[src/rtl/lfe_pkg.sv]
package lfe_pkg;
  typedef enum logic [1:0] {
    ST_IDLE = 2'd0,
    ST_REQ  = 2'd1,
    ST_BEAT = 2'd2,
    ST_DONE = 2'd3
  } fill_state_e;
endpackage

[src/rtl/lfe_ctrl.sv]
module lfe_ctrl
  import lfe_pkg::*;
#(
  parameter int LINE_BEATS = 4,
  parameter int IDX_W      = $clog2(LINE_BEATS)
) (
  input  logic             clk_i,
  input  logic             rst_ni,
  input  logic             miss_valid_i,
  input  logic             beat_valid_i,
  output logic             accept_o,
  output logic             beat_fire_o,
  output logic             first_beat_o,
  output logic [IDX_W-1:0] beat_cnt_o,
  output logic             busy_o,
  output logic             req_o,
  output logic             done_o
);
  localparam logic [IDX_W-1:0] LAST_CNT = IDX_W'(LINE_BEATS - 1);

  fill_state_e      state_q, state_d;
  logic [IDX_W-1:0] cnt_q, cnt_d;

  always_comb begin
    state_d = state_q;
    cnt_d   = cnt_q;
    unique case (state_q)
      ST_IDLE: if (miss_valid_i) state_d = ST_REQ;
      ST_REQ: begin
        state_d = ST_BEAT;
        cnt_d   = '0;
      end
      ST_BEAT: if (beat_valid_i) begin
        cnt_d = cnt_q + 1'b1;
        if (cnt_q == LAST_CNT) state_d = ST_DONE;
      end
      ST_DONE: state_d = ST_IDLE;
      default: state_d = ST_IDLE;
    endcase
  end

  always_ff @(posedge clk_i or negedge rst_ni) begin
    if (!rst_ni) begin
      state_q <= ST_IDLE;
      cnt_q   <= '0;
    end else begin
      state_q <= state_d;
      cnt_q   <= cnt_d;
    end
  end

  assign accept_o     = (state_q == ST_IDLE) && miss_valid_i;
  assign beat_fire_o  = (state_q == ST_BEAT) && beat_valid_i;
  assign first_beat_o = beat_fire_o && (cnt_q == '0);
  assign beat_cnt_o   = cnt_q;
  assign busy_o       = (state_q != ST_IDLE);
  assign req_o        = (state_q == ST_REQ);
  assign done_o       = (state_q == ST_DONE);
endmodule

[src/rtl/lfe_order.sv]
module lfe_order #(
  parameter int LINE_BEATS = 4,
  parameter int IDX_W      = $clog2(LINE_BEATS)
) (
  input  logic [IDX_W-1:0] crit_i,
  input  logic [IDX_W-1:0] cnt_i,
  output logic [IDX_W-1:0] dw_o
);
  generate
    if ((1 << IDX_W) == LINE_BEATS) begin : g_pow2
      // natural wrap of the index width
      assign dw_o = crit_i + cnt_i;
    end else begin : g_mod
      logic [IDX_W:0] sum;
      assign sum  = {1'b0, crit_i} + {1'b0, cnt_i};
      assign dw_o = (sum >= (IDX_W+1)'(LINE_BEATS)) ?
                    IDX_W'(sum - (IDX_W+1)'(LINE_BEATS)) : sum[IDX_W-1:0];
    end
  endgenerate
endmodule

[src/rtl/lfe_line_buf.sv]
module lfe_line_buf #(
  parameter int DATA_W     = 64,
  parameter int LINE_BEATS = 4,
  parameter int IDX_W      = $clog2(LINE_BEATS)
) (
  input  logic              clk_i,
  input  logic              rst_ni,
  input  logic              clr_i,
  input  logic              wr_i,
  input  logic [IDX_W-1:0]  wr_idx_i,
  input  logic [DATA_W-1:0] wr_data_i,
  input  logic [IDX_W-1:0]  rd_idx_i,
  output logic [DATA_W-1:0] rd_data_o,
  output logic              rd_have_o
);
  logic [LINE_BEATS-1:0][DATA_W-1:0] slot_data;
  logic [LINE_BEATS-1:0]             slot_have;

  generate
    for (genvar s = 0; s < LINE_BEATS; s++) begin : g_slot
      logic [DATA_W-1:0] data_q;
      logic              have_q;
      always_ff @(posedge clk_i or negedge rst_ni) begin
        if (!rst_ni) begin
          data_q <= '0;
          have_q <= 1'b0;
        end else if (clr_i) begin
          have_q <= 1'b0;
        end else if (wr_i && (wr_idx_i == IDX_W'(s))) begin
          data_q <= wr_data_i;
          have_q <= 1'b1;
        end
      end
      assign slot_data[s] = data_q;
      assign slot_have[s] = have_q;
    end
  endgenerate

  assign rd_data_o = slot_data[rd_idx_i];
  assign rd_have_o = slot_have[rd_idx_i];
endmodule

[src/rtl/lfe_probe.sv]
module lfe_probe #(
  parameter int LINE_W = 27
) (
  input  logic              probe_valid_i,
  input  logic              active_i,
  input  logic [LINE_W-1:0] probe_line_i,
  input  logic [LINE_W-1:0] fill_line_i,
  input  logic              have_i,
  output logic              stall_o,
  output logic              hit_o
);
  logic same_line;
  assign same_line = probe_valid_i && active_i && (probe_line_i == fill_line_i);
  assign stall_o   = same_line && !have_i;
  assign hit_o     = same_line && have_i;
endmodule

[src/rtl/line_fill_engine.sv]
module line_fill_engine #(
  parameter int ADDR_W     = 32,
  parameter int DATA_W     = 64,
  parameter int LINE_BEATS = 4,
  parameter int WAYS       = 8,
  localparam int OFF_W     = $clog2(DATA_W / 8),
  localparam int IDX_W     = $clog2(LINE_BEATS),
  localparam int DWA_W     = ADDR_W - OFF_W,
  localparam int LINE_W    = DWA_W - IDX_W,
  localparam int WAY_W     = $clog2(WAYS)
) (
  input  logic              clk_i,
  input  logic              rst_ni,
  input  logic              miss_valid_i,
  input  logic [DWA_W-1:0]  miss_addr_i,
  input  logic [WAY_W-1:0]  miss_way_i,
  output logic              miss_busy_o,
  output logic              bus_req_o,
  output logic [ADDR_W-1:0] bus_addr_o,
  input  logic              bus_beat_valid_i,
  input  logic [DATA_W-1:0] bus_beat_data_i,
  output logic              arr_wr_en_o,
  output logic [WAY_W-1:0]  arr_wr_way_o,
  output logic [LINE_W-1:0] arr_wr_line_o,
  output logic [IDX_W-1:0]  arr_wr_dw_o,
  output logic [DATA_W-1:0] arr_wr_data_o,
  output logic              fwd_valid_o,
  output logic [DATA_W-1:0] fwd_data_o,
  input  logic              probe_valid_i,
  input  logic [DWA_W-1:0]  probe_addr_i,
  output logic              probe_stall_o,
  output logic              probe_buf_hit_o,
  output logic [DATA_W-1:0] probe_data_o,
  output logic              fill_done_o,
  output logic [WAY_W-1:0]  done_way_o,
  output logic [LINE_W-1:0] done_line_o
);
  logic             accept, beat_fire, first_beat, busy, req, done;
  logic [IDX_W-1:0] beat_cnt, wr_dw;
  logic [DWA_W-1:0] fill_dwa_q;
  logic [WAY_W-1:0] fill_way_q;
  logic [LINE_W-1:0] fill_line;
  logic [IDX_W-1:0] crit_idx;
  logic             buf_have;

  lfe_ctrl #(.LINE_BEATS(LINE_BEATS), .IDX_W(IDX_W)) u_ctrl (
    .clk_i        (clk_i),
    .rst_ni       (rst_ni),
    .miss_valid_i (miss_valid_i),
    .beat_valid_i (bus_beat_valid_i),
    .accept_o     (accept),
    .beat_fire_o  (beat_fire),
    .first_beat_o (first_beat),
    .beat_cnt_o   (beat_cnt),
    .busy_o       (busy),
    .req_o        (req),
    .done_o       (done)
  );

  always_ff @(posedge clk_i or negedge rst_ni) begin
    if (!rst_ni) begin
      fill_dwa_q <= '0;
      fill_way_q <= '0;
    end else if (accept) begin
      fill_dwa_q <= miss_addr_i;
      fill_way_q <= miss_way_i;
    end
  end

  assign fill_line = fill_dwa_q[DWA_W-1:IDX_W];
  assign crit_idx  = fill_dwa_q[IDX_W-1:0];

  lfe_order #(.LINE_BEATS(LINE_BEATS), .IDX_W(IDX_W)) u_order (
    .crit_i (crit_idx),
    .cnt_i  (beat_cnt),
    .dw_o   (wr_dw)
  );

  lfe_line_buf #(.DATA_W(DATA_W), .LINE_BEATS(LINE_BEATS), .IDX_W(IDX_W)) u_buf (
    .clk_i     (clk_i),
    .rst_ni    (rst_ni),
    .clr_i     (accept),
    .wr_i      (beat_fire),
    .wr_idx_i  (wr_dw),
    .wr_data_i (bus_beat_data_i),
    .rd_idx_i  (probe_addr_i[IDX_W-1:0]),
    .rd_data_o (probe_data_o),
    .rd_have_o (buf_have)
  );

  lfe_probe #(.LINE_W(LINE_W)) u_probe (
    .probe_valid_i (probe_valid_i),
    .active_i      (busy),
    .probe_line_i  (probe_addr_i[DWA_W-1:IDX_W]),
    .fill_line_i   (fill_line),
    .have_i        (buf_have),
    .stall_o       (probe_stall_o),
    .hit_o         (probe_buf_hit_o)
  );

  assign miss_busy_o   = busy;
  assign bus_req_o     = req;
  assign bus_addr_o    = {fill_dwa_q, {OFF_W{1'b0}}};
  // beat goes to the array and the requester in its arrival cycle
  assign arr_wr_en_o   = beat_fire;
  assign arr_wr_way_o  = fill_way_q;
  assign arr_wr_line_o = fill_line;
  assign arr_wr_dw_o   = wr_dw;
  assign arr_wr_data_o = bus_beat_data_i;
  assign fwd_valid_o   = first_beat;
  assign fwd_data_o    = bus_beat_data_i;
  assign fill_done_o   = done;
  assign done_way_o    = fill_way_q;
  assign done_line_o   = fill_line;
endmodule

[config.mk]
export PLATFORM = sky130hd
export DESIGN_NAME = line_fill_engine
export DESIGN_NICKNAME = d
export VERILOG_FILES = /design/src/rtl/lfe_pkg.sv /design/src/rtl/lfe_ctrl.sv /design/src/rtl/lfe_order.sv /design/src/rtl/lfe_line_buf.sv /design/src/rtl/lfe_probe.sv /design/src/rtl/line_fill_engine.sv
export SDC_FILE = /design/constraint.sdc
export NUM_CORES = 1
export LEC_CHECK = 0
export ABC_AREA = 1
export CAP_MARGIN = 25
export CORE_ASPECT_RATIO = 0.9
export CORE_MARGIN = 2
export CORE_UTILIZATION = 37
export DETAILED_ROUTE_END_ITERATION = 10
export PLACE_DENSITY_LB_ADDON = 0.15
export SLEW_MARGIN = 20
export SYNTH_ARGS = -nofsm -noshare
export SYNTH_HDL_FRONTEND = slang
export SYNTH_HIERARCHICAL = 1
export SYNTH_SLANG_ARGS = --single-unit
[constraint.sdc]
create_clock -name clk_i -period 2 [get_ports clk_i]
set_input_delay 0.2 -clock clk_i [delete_from_list [all_inputs] [get_ports clk_i]]
set_output_delay 0.2 -clock clk_i [all_outputs]
set_load 0.05 [all_outputs]
==> out/metrics.cfg <==
[run_status]
status=finished, violations left
violations=setup timing

[worst_setup_path]
path_max_fanout=2
r2r_end=u_buf/g_slot[2].data_q[31]
required_ps=1800
reg2reg_from=u_ctrl/state_q[1]
endpoint_kind=primary output
r2r_slack_ps=110
timing_worst_setup_path_type=flip-flop to primary output
critPathArrivalTime_ps=1970
reg2reg_depth=9
worst_setup_path_start_kind=flip-flop

[die]
rows=74
core_area_um2=45300
die_area_um2=47600
fp.dieH_um=207
ioPinCount=423
die_x_um=230
start_util_pct=37.4

[pwr]
ir_drop_mv=1.01
power.leakage_nw=12.3
powerDensity_nw_per_um2=1570
power.total_mw=34.8

[clock_tree]
cts_tree=yes
cts_sinks=296
clock-root-buffer=clkbuf_16
cts_buffers=35
cts.path.max_buffers=3
htree_levels=2
clock_latency_ps=520
clk_pin_slew_ps=60

[synth]
synth.distinct_cells=26
synth.area.top_cells=dfrtp_1 44%, nand2_1 21%, nand3_1 11%
synthFlopType=dfrtp_1
ys_seq_area_share_pct=43.7
synth_top_area_share_pct=43.7
async_reset_ff_share_pct=100
synth_enable_flop_cells=0
yosys.area.top_type=dfrtp_1
ys_warn_count=6
syn_inst=2357
avgSynthCellArea_um2=7.19
syn_area_um2=17000
yosys_register_bits=296

[final_layout]
area_growth_pct=31.0
insertedDiodeCount=0
drive_gt1_share_pct=16.8
finalNetCount=2700

[min_path]
min_path_type=input port to asynchronous set/reset pin

[sta]
clock_skew_ps=14.2
tightest_slew_ps=537
fin_crit_sh_pct=108
finalSetupViolCount=2
worst_slack_ps=-168
clock.fmax_mhz=461
drv_slew=0
rsz0062_at_grt=true
period_minus_slack_ps=2170
hold_viol=0
slew_headroom_pct=64.3

[detailed_routing]
routed_wl_um=52100
drc=0
antenna_left=0
drtIter0Drc=1001
wl_per_cell_um=16.3
drt_first_pass_iters=5
num_vias=14963
via_per_inst=4.69

[grt]
antenna_found_initial=0
track_usage_pct=21.2
grt_pass1_wl_um=82100
grt_max_degree=68
grt_pass1_vias=14566
overflow=0

[place]
dp_hpwl_um=33000
gp_congestion=0.896
io_buffer_count=419
dp_slack_ps=87.4

[job]
maxCapViolCount=0

## power breakdown
| group | leakage [nW] | internal (mW) | switching, mW |
|---|---|---|---|
| clock network | 0.572 | 4.05 | 2.47 |
| registers | 3.78 | 8.61 | 1.63 |
| logic | 7.92 | 5.96 | 12.1 |
| total | 12.3 | 18.6 | 16.2 |
## placed cells by master (no fill, tap or decap), types with 3 or more instances in the layout
| cell | instances |
|---|---|
| buf_12 | 95 |
| buf_4 | 164 |
| bufinv_16 | 3 |
| clkbuf_1 | 10 |
| clkbuf_16 | 41 |
| clkbuf_8 | 8 |
| clkdlybuf4s50_1 | 134 |
| conb_1 | 3 |
| dfrtp_1 | 282 |
| dfrtp_2 | 14 |
| dlygate4sd2_1 | 73 |
| dlymetal6s2s_1 | 9 |
| ha_1 | 8 |
| inv_1 | 259 |
| inv_2 | 7 |
| nand2_1 | 953 |
| nand2_2 | 18 |
| nand3_1 | 387 |
| nor2_1 | 17 |
| nor2_4 | 3 |
| o21ai_0 | 4 |
| o21ai_1 | 6 |
| or2_2 | 64 |
## per-stage QoR
stage | instances | utilization (%) | hold slack, ps | setup TNS (ps) | cell area, µm²
after floorplan | 2359 | - | -95.6 | -10.5 | 17000
after global routing | 3191 | 49.1 | 216 | -579 | 22200
after CTS | 3179 | 48.6 | 195 | -387 | 22000
final | 3191 | 49.1 | 205 | -334 | 22200
after global placement | 3114 | 46.1 | 186 | 0 | 20900
after detailed placement | 3114 | 46.1 | 185 | 0 | 20900
## logic make-up after synthesis
group	share of synthesized area [%]
flops	43.7
other cells	0.0221
fa+ha+maj	0.664
simple gates	36.2
buf+inv	19.0
compound gates	0.399
## worst max-delay path, cell delays in order, from the launching register on
cell and delay (ps):
dfrtp_1 360, inv_2 60, ha_4 160, clkinvlp_4 80, nand2_1 50, nor2_1 80, nand2_1 50, nor2_1 100
nand3_2 130, nor3_4 220, buf_12 160
## routing by layer
| layer | track usage (%) | up-vias | wire [µm] |
|---|---|---|---|
| li1 | - | 7375 | - |
| met1 | 28.9 | 7067 | 23500 |
| met2 | 36.0 | 461 | 24900 |
| met3 | 2.71 | 60 | 2780 |
| met4 | 4.81 | 0 | 898 |
| met5 | 0 | - | 0 |
## cells in the mapped netlist (6+ instances only)
library cell  count
nand2_1         959
nand3_1         388
dfrtp_1         296
inv_1           266
buf_4           223
buf_2            69
or2_2            64
nor2_1           17
clkbuf_1         14
nand2_2          13
ha_1              9
o21ai_1           6
## area by class of cell
cell class	count	area [µm²]
clock buffers	55	1070
inverters	269	1020
fillers	4422	23100
clock inverters	4	95.1
repair buffers	486	5430
flip-flops and latches	296	7420
multi-input cells	1473	6400
well taps	608	761
## how the worst max path moves through the flow
stage	startpoint	endpoint	slack, ps	cells after the start
CTS	u_ctrl/state_q[1]	probe_buf_hit_o	-200	10
global route	fill_dwa_q[11]	probe_stall_o	-280	9
finish	u_ctrl/state_q[1]	probe_buf_hit_o	-170	10
floorplan	u_ctrl/state_q[1]	probe_buf_hit_o	-10	9
global placement	probe_addr_i[11]	probe_stall_o	110	10
detailed placement	u_ctrl/state_q[0]	u_buf/g_slot[0].have_q	90	8
## state kept, by name (all words and copies together) (netlist names)
| register | flops |
|---|---|
| arr_wr_way_o | 3 |
| u_buf/g_slot.have_q | 4 |
| fill_dwa_q | 29 |
| u_ctrl/state_q | 2 |
| u_ctrl/beat_cnt_o | 2 |
| u_buf/g_slot.data_q | 256 |
## what timing repair did
action / in CTS / in global routing
resized for setup: 85 / 17
setup buffers: 5 / 7
hold buffers: 1 / 0
pin swaps: 6 / 1
hold endpoints to repair: 45 / 0
gates cloned: 0 / 5
setup endpoints to repair: 84 / 35
(Power assumes the default switching activity.)
